===== src/rtl/refq_pkg.sv =====
`timescale 1ns/1ps
package refq_pkg;
  // Entry tag carried alongside every queued payload
  typedef enum logic {
    KIND_HOST = 1'b0,
    KIND_REF  = 1'b1
  } kind_e;
endpackage


===== src/rtl/refq_fifo.sv =====
`timescale 1ns/1ps
module refq_fifo
  import refq_pkg::*;
#(
  parameter int unsigned CMD_W = 32,
  parameter int unsigned DEPTH = 4,
  localparam int unsigned PW = (DEPTH > 1) ? $clog2(DEPTH) : 1,
  localparam int unsigned CW = $clog2(DEPTH + 1)
) (
  input  logic             clk,
  input  logic             rst_n,
  input  logic             push,
  input  kind_e            push_kind,
  input  logic [CMD_W-1:0] push_cmd,
  input  logic             pop_req,
  output logic [CW-1:0]    count,
  output logic             empty,
  output kind_e            head_kind,
  output logic [CMD_W-1:0] head_cmd
);

  localparam logic [PW-1:0] LAST = PW'(DEPTH - 1);

  logic [CMD_W-1:0] slot_cmd  [DEPTH];
  kind_e            slot_kind [DEPTH];
  logic [PW-1:0]    wr_ptr, wr_ptr_nx;
  logic [PW-1:0]    rd_ptr, rd_ptr_nx;
  logic [CW-1:0]    cnt_nx;
  logic             pop;

  assign empty = (count == '0);
  assign pop   = pop_req && !empty;

  always_comb begin
    wr_ptr_nx = wr_ptr;
    rd_ptr_nx = rd_ptr;
    cnt_nx    = count;
    if (push) wr_ptr_nx = (wr_ptr == LAST) ? '0 : wr_ptr + 1'b1;
    if (pop)  rd_ptr_nx = (rd_ptr == LAST) ? '0 : rd_ptr + 1'b1;
    case ({push, pop})
      2'b10:   cnt_nx = count + 1'b1;
      2'b01:   cnt_nx = count - 1'b1;
      default: cnt_nx = count;
    endcase
  end

  always_ff @(posedge clk or negedge rst_n) begin
    if (!rst_n) begin
      wr_ptr <= '0;
      rd_ptr <= '0;
      count  <= '0;
    end else begin
      wr_ptr <= wr_ptr_nx;
      rd_ptr <= rd_ptr_nx;
      count  <= cnt_nx;
    end
  end

  // Storage slots: data registers without reset, written under enable
  for (genvar i = 0; i < DEPTH; i++) begin : g_slot
    logic slot_we;
    assign slot_we = push && (wr_ptr == PW'(i));
    always_ff @(posedge clk) begin
      if (slot_we) begin
        slot_cmd[i]  <= push_cmd;
        slot_kind[i] <= push_kind;
      end
    end
  end

  assign head_cmd  = slot_cmd[rd_ptr];
  assign head_kind = slot_kind[rd_ptr];

endmodule


===== src/rtl/refq_sched.sv =====
`timescale 1ns/1ps
module refq_sched #(
  parameter int unsigned REF_INTERVAL = 780,
  parameter int unsigned INIT_DELAY   = 2000,
  parameter int unsigned OWED_MAX     = 8,
  localparam int unsigned SPAN = (REF_INTERVAL > INIT_DELAY) ? REF_INTERVAL : INIT_DELAY,
  localparam int unsigned TW   = $clog2(SPAN + 1),
  localparam int unsigned OW   = $clog2(OWED_MAX + 1)
) (
  input  logic          clk,
  input  logic          rst_n,
  input  logic          ins_any,     // a refresh entry is written this cycle
  input  logic          ins_urgent,  // that entry is the first of a run
  output logic          urgent,
  output logic          deferred,
  output logic          armed,
  output logic [OW-1:0] owed
);

  localparam logic [TW-1:0] RELOAD = TW'(REF_INTERVAL - 1);
  localparam logic [TW-1:0] FIRST  = TW'(INIT_DELAY - 1);
  localparam logic [OW:0]   CAP    = (OW + 1)'(OWED_MAX);

  logic [TW-1:0] timer, timer_nx;
  logic [OW-1:0] owed_nx;
  logic [OW:0]   owed_sum;
  logic          tick;
  logic          in_run, in_run_nx;
  logic          armed_nx;

  assign tick     = (timer == '0);
  assign urgent   = (owed != '0) && !in_run;
  assign deferred = (owed != '0) && in_run;

  always_comb begin
    timer_nx = tick ? RELOAD : timer - 1'b1;
    owed_sum = {1'b0, owed} + {{OW{1'b0}}, tick} - {{OW{1'b0}}, ins_any};
    owed_nx  = (owed_sum > CAP) ? CAP[OW-1:0] : owed_sum[OW-1:0];
    if (owed_nx == '0)  in_run_nx = 1'b0;
    else if (ins_any)   in_run_nx = 1'b1;
    else                in_run_nx = in_run;
    armed_nx = urgent && !ins_urgent;
  end

  always_ff @(posedge clk or negedge rst_n) begin
    if (!rst_n) begin
      timer  <= FIRST;
      owed   <= '0;
      in_run <= 1'b0;
      armed  <= 1'b0;
    end else begin
      timer  <= timer_nx;
      owed   <= owed_nx;
      in_run <= in_run_nx;
      armed  <= armed_nx;
    end
  end

endmodule


===== src/rtl/refq_arb.sv =====
`timescale 1ns/1ps
module refq_arb
  import refq_pkg::*;
#(
  parameter int unsigned CMD_W = 32
) (
  input  logic             host_en,
  input  logic [CMD_W-1:0] host_cmd,
  input  logic             urgent,
  input  logic             armed,
  input  logic             deferred,
  input  logic             full,
  output logic             busy,
  output logic             host_acc,
  output logic             urg_ins,
  output logic             ref_ins,
  output logic             push,
  output kind_e            push_kind,
  output logic [CMD_W-1:0] push_cmd
);

  logic def_ins;

  always_comb begin
    busy      = urgent || full;
    host_acc  = host_en && !busy;
    urg_ins   = urgent && armed && !full;
    def_ins   = deferred && !host_acc && !full;
    ref_ins   = urg_ins || def_ins;
    push      = host_acc || ref_ins;
    push_kind = ref_ins ? KIND_REF : KIND_HOST;
    push_cmd  = ref_ins ? '0 : host_cmd;
  end

endmodule


===== src/rtl/refq_top.sv =====
`timescale 1ns/1ps
module refq_top
  import refq_pkg::*;
#(
  parameter int unsigned CMD_W        = 32,
  parameter int unsigned DEPTH        = 4,
  parameter int unsigned REF_INTERVAL = 780,
  parameter int unsigned INIT_DELAY   = 2000,
  parameter int unsigned OWED_MAX     = 8
) (
  input  logic             clk,
  input  logic             rst_n,
  input  logic             host_en,
  input  logic [CMD_W-1:0] host_cmd,
  output logic             host_busy,
  output logic             seq_valid,
  input  logic             seq_ready,
  output logic             seq_is_ref,
  output logic [CMD_W-1:0] seq_cmd,
  output logic             refresh_active
);

  localparam int unsigned CW = $clog2(DEPTH + 1);
  localparam int unsigned OW = $clog2(OWED_MAX + 1);

  logic [CW-1:0]    q_count;
  logic             q_empty;
  logic             q_full;
  kind_e            head_kind;
  logic             urgent, deferred, armed;
  logic [OW-1:0]    owed;
  logic             host_acc, urg_ins, ref_ins, push;
  kind_e            push_kind;
  logic [CMD_W-1:0] push_cmd;
  logic             head_pop;
  logic [CW-1:0]    refs_q, refs_q_nx;

  assign q_full   = (q_count == CW'(DEPTH));
  assign head_pop = seq_ready && !q_empty;

  refq_sched #(
    .REF_INTERVAL (REF_INTERVAL),
    .INIT_DELAY   (INIT_DELAY),
    .OWED_MAX     (OWED_MAX)
  ) u_sched (
    .clk        (clk),
    .rst_n      (rst_n),
    .ins_any    (ref_ins),
    .ins_urgent (urg_ins),
    .urgent     (urgent),
    .deferred   (deferred),
    .armed      (armed),
    .owed       (owed)
  );

  refq_arb #(.CMD_W(CMD_W)) u_arb (
    .host_en   (host_en),
    .host_cmd  (host_cmd),
    .urgent    (urgent),
    .armed     (armed),
    .deferred  (deferred),
    .full      (q_full),
    .busy      (host_busy),
    .host_acc  (host_acc),
    .urg_ins   (urg_ins),
    .ref_ins   (ref_ins),
    .push      (push),
    .push_kind (push_kind),
    .push_cmd  (push_cmd)
  );

  refq_fifo #(.CMD_W(CMD_W), .DEPTH(DEPTH)) u_fifo (
    .clk       (clk),
    .rst_n     (rst_n),
    .push      (push),
    .push_kind (push_kind),
    .push_cmd  (push_cmd),
    .pop_req   (seq_ready),
    .count     (q_count),
    .empty     (q_empty),
    .head_kind (head_kind),
    .head_cmd  (seq_cmd)
  );

  // Count of refresh entries still waiting in the queue
  always_comb begin
    refs_q_nx = refs_q;
    case ({ref_ins, head_pop && (head_kind == KIND_REF)})
      2'b10:   refs_q_nx = refs_q + 1'b1;
      2'b01:   refs_q_nx = refs_q - 1'b1;
      default: refs_q_nx = refs_q;
    endcase
  end

  always_ff @(posedge clk or negedge rst_n) begin
    if (!rst_n) refs_q <= '0;
    else        refs_q <= refs_q_nx;
  end

  assign seq_valid      = !q_empty;
  assign seq_is_ref     = (head_kind == KIND_REF);
  assign refresh_active = (owed != '0) || (refs_q != '0);

endmodule


===== config.mk =====
export PLATFORM = sky130hd
export DESIGN_NAME = refq_top
export DESIGN_NICKNAME = d
export VERILOG_FILES = /design/src/rtl/refq_pkg.sv /design/src/rtl/refq_fifo.sv /design/src/rtl/refq_sched.sv /design/src/rtl/refq_arb.sv /design/src/rtl/refq_top.sv
export SDC_FILE = /design/constraint.sdc
export NUM_CORES = 1
export LEC_CHECK = 0
export BUFFER_PORTS_ARGS = -buffer_cell sky130_fd_sc_hd__buf_2
export CAP_MARGIN = 40
export CORE_ASPECT_RATIO = 1.2
export CORE_MARGIN = 3
export CORE_UTILIZATION = 42
export CTS_BUF_LIST = sky130_fd_sc_hd__clkbuf_16
export CTS_CLUSTER_SIZE = 16
export DETAILED_ROUTE_END_ITERATION = 16
export PLACE_DENSITY_LB_ADDON = 0.15
export SLEW_MARGIN = 20
export SYNTH_ARGS = -nofsm -noshare
export SYNTH_HDL_FRONTEND = slang
export SYNTH_SLANG_ARGS = --single-unit
export TNS_END_PERCENT = 50

===== constraint.sdc =====
create_clock -name clk -period 2.9 [get_ports clk]
set_input_delay 0.725 -clock clk [delete_from_list [all_inputs] [get_ports clk]]
set_output_delay 0.725 -clock clk [all_outputs]
set_load 0.01 [all_outputs]

==> flow_summary.toml <==
[outcome]
status = "complete, no violations"

[synth]
synth_fp_nets = 407
ys_types = 43
yosys-top-cells-count = "edfxtp_1, and2_1, mux4_2"
yosysTopAreaCell = "edfxtp_1"
ys.flop_type = "edfxtp_1"
async_flop_share = 0.170
post-synth-top-count-cell = "edfxtp_1"
synth_edf_count = 132
ys_ff_latch = 159
netlist.area_leader.share = 0.611
synth.avg_cell_area_sq_um = 18.3
seq_area_frac_synth = 0.716
synth_area_sq_um = 6490
synthTopCellsByArea = "edfxtp_1, mux4_2, dfrtp_1, dfstp_2, and2_1"
netlist_instances = 354
yosysWarningCount = 0

[grt]
grt_pass1_vias = 3534
grt_usage = 0.149
antenna_found_initial = 0
gr-total-overflow = 0
grt_max_degree = 34
grt_pass1_wl_um = 18800

[routing]
wl_met1_um = 5020
dr.max_layer_used = "met4"
ant_nets = 0
viasPerCell = 4.98
drc_errors = 0
routedWlPerCell_um = 17.4
met3WireLength_um = 502
routed_wl_um = 11700
drt_iter0_drc = 264
drtPass1Iterations = 4
routed-via-count = 3335
route.met2.wl_um = 5910

[pwr]
power_density_nw_per_um2 = 1230
irDropWorstVdd_mv = 0.636
pwr-share-comb = 0.351
pwr-share-seq = 0.394
clock_power_share = 0.255
leakagePower_nw = 3.02
swShare = 0.299
cellInternalPower_mw = 6.89
switchingPower_mw = 2.94

[floorplan]
num_rows = 49
coreArea_sq_um = 15100
dieHeight_um = 142
die_area_sq_um = 17000
pin_count = 72
die_w_um = 119
floorplan.initialDensity = 0.430

[finish]
fin_area_sq_um = 8010
diodes = 0
final_util = 0.531
nFillCells = 1283
nNetsFinal = 506
drive_above_1_share = 0.412
final-seq-area_sq_um = 4650
area_growth_pct = 23.4
multiInputGateArea_sq_um = 1810

[min_path]
hold_path.class = "in2async"

[run]
cap_violations = 0

[worst_setup_path]
ff2ff_setup_slack_ps = 150
cp_max_fo = 3
r2r-start = "u_sched.timer[1]$_DFF_PN1_"
cp.required_ps = 2170
arrival_ps = 2100
reg2reg_depth = 11
critPathKind = "reg2out"
r2r_end = "u_sched.in_run$_DFFE_PN0P_"
critPathLaunchType = "flip-flop"
end_kind = "primary output"

[sta]
slew_headroom = 0.582
worst_slack_ps = 77.5
finalMaxSlewViolations = 0
period_share = 0.973
skew_ps = 6.66
hold_violations = 0
tightest_slew_ps = 627
fmax_mhz = 354
tns_ps = 0
finalSetupViolCount = 0
finalCriticalPeriod_ps = 2820

[clock_network]
cts_buffers = 17
numClockSinks = 159
htree_num_levels = 4
path_clk_slew_ps = 60
hold_buffers = 0
cts_tree = "built"
root_buffer = "clkbuf_16"
clockBufferDepth = 2
clock_latency_ps = 410

[placed_design]
dp_worst_setup_slack_ps = 4.73
dpl.hpwl_um = 7180
place_area_sq_um = 7230
gp_congestion = 0.750
io_buffers = 71
==> through the flow <==
stage / power, mW / hold slack, ps / cells
after global placement: 7.30 / 440 / 636
after CTS: 9.92 / 323 / 668
after floorplan: 6.07 / 424 / 354
after detailed placement: 7.38 / 442 / 636
final: 9.83 / 327 / 670
after global routing: 10.5 / 355 / 670
==> sequential cells by signal, indices dropped and copies added (netlist names) <==
| signal | flops |
|---|---|
| u_fifo.slot_kind | 4 |
| u_sched.armed | 1 |
| u_fifo.count | 3 |
| u_fifo.slot_cmd | 128 |
| refs_q | 3 |
| u_fifo.wr_ptr | 2 |
| u_sched.in_run | 1 |
| u_fifo.rd_ptr | 2 |
| u_sched.owed | 4 |
| u_sched.timer | 11 |
==> routing by layer <==
layer  global-route usage  up-vias
li1                     -     1546
met1                0.186     1690
met2                0.244       80
met3               0.0362       19
met4               0.0754        0
met5                    0        -
==> cell usage in the layout, fill, tap and decap left out, types with 3 or more instances in the layout <==
cell type  instances
xnor2_1            6
dfstp_2            9
clkbuf_16         17
a21oi_1            3
xor2_1             7
nor2_1            10
mux2_2             3
nand2_1            5
buf_4             19
edfxtp_1         132
and2_2             4
mux4_2            33
nand2b_1           3
ha_1              10
nor3_1             4
ha_4               4
inv_2              4
dfrtp_1           16
inv_1             19
o21ai_0            4
bufinv_16          7
buf_2             71
clkinv_2           3
and2_1            32
==> cell families (layout without fill, tap and decap cells) <==
| logic type | count (synthesis) | count (layout) | share of synthesized area |
|---|---|---|---|
| buffers and inverters | 34 | 146 | 0.0206 |
| xor gates and xnor gates | 13 | 13 | 0.0175 |
| adders and majority gates | 17 | 17 | 0.0362 |
| muxes | 37 | 37 | 0.121 |
| AOI/OAI and AO/OA | 18 | 18 | 0.0181 |
| DFF | 159 | 159 | 0.716 |
| and+or+nand+nor | 76 | 76 | 0.0698 |
==> how the worst max path moves through the flow <==
stage / from / endpoint / slack [ps] / cells after the start
floorplan: u_sched.owed[3]$_DFF_PN0_ / u_sched.in_run$_DFFE_PN0P_ / 20 / 14
global placement: host_en / u_sched.in_run$_DFFE_PN0P_ / 40 / 13
detailed placement: u_sched.owed[2]$_DFF_PN0_ / u_sched.in_run$_DFFE_PN0P_ / 5 / 14
CTS: u_sched.owed[2]$_DFF_PN0_ / u_sched.in_run$_DFFE_PN0P_ / 1 / 14
global route: u_sched.timer[1]$_DFF_PN1_ / u_sched.owed[2]$_DFF_PN0_ / -0.8 / 12
finish: u_sched.owed[2]$_DFF_PN0_ / refresh_active / 80 / 6
==> area by class of cell <==
type	instances	area share
Clock buffer	17	0.0531
Clock inverter	15	0.0311
Inverter	22	0.0106
Multi-Input combinational cell	161	0.225
Sequential cell	159	0.581
Tap cell	204	0.0319
Timing Repair Buffer	92	0.0671
==> power groups by stage <==
stage                     sequential, mW  clock [mW]  combinational (mW)
after global placement              3.87           0                3.43
after CTS                           3.88        2.57                3.47
after detailed placement            3.92           0                3.46
after global routing                3.96        2.68                3.83
after floorplan                     3.85           0                2.22
final                               3.87        2.50                3.45
==> critical path, cell delays in order, from the launching register on <==
cell	delay (ps)
dfrtp_1	380
inv_2	80
ha_4	120
or3b_4	390
buf_4	150
or4_4	400
buf_2	150
==> repair_timing <==
| item | 4_1_cts | 5_1_grt |
|---|---|---|
| setup endpoints to repair | 0 | 6 |
| endpoints found under the hold margin | 0 | 0 |
| setup buffers | 0 | 2 |
| gates resized for setup | 0 | 22 |
Power figures use the tool's default switching activity.
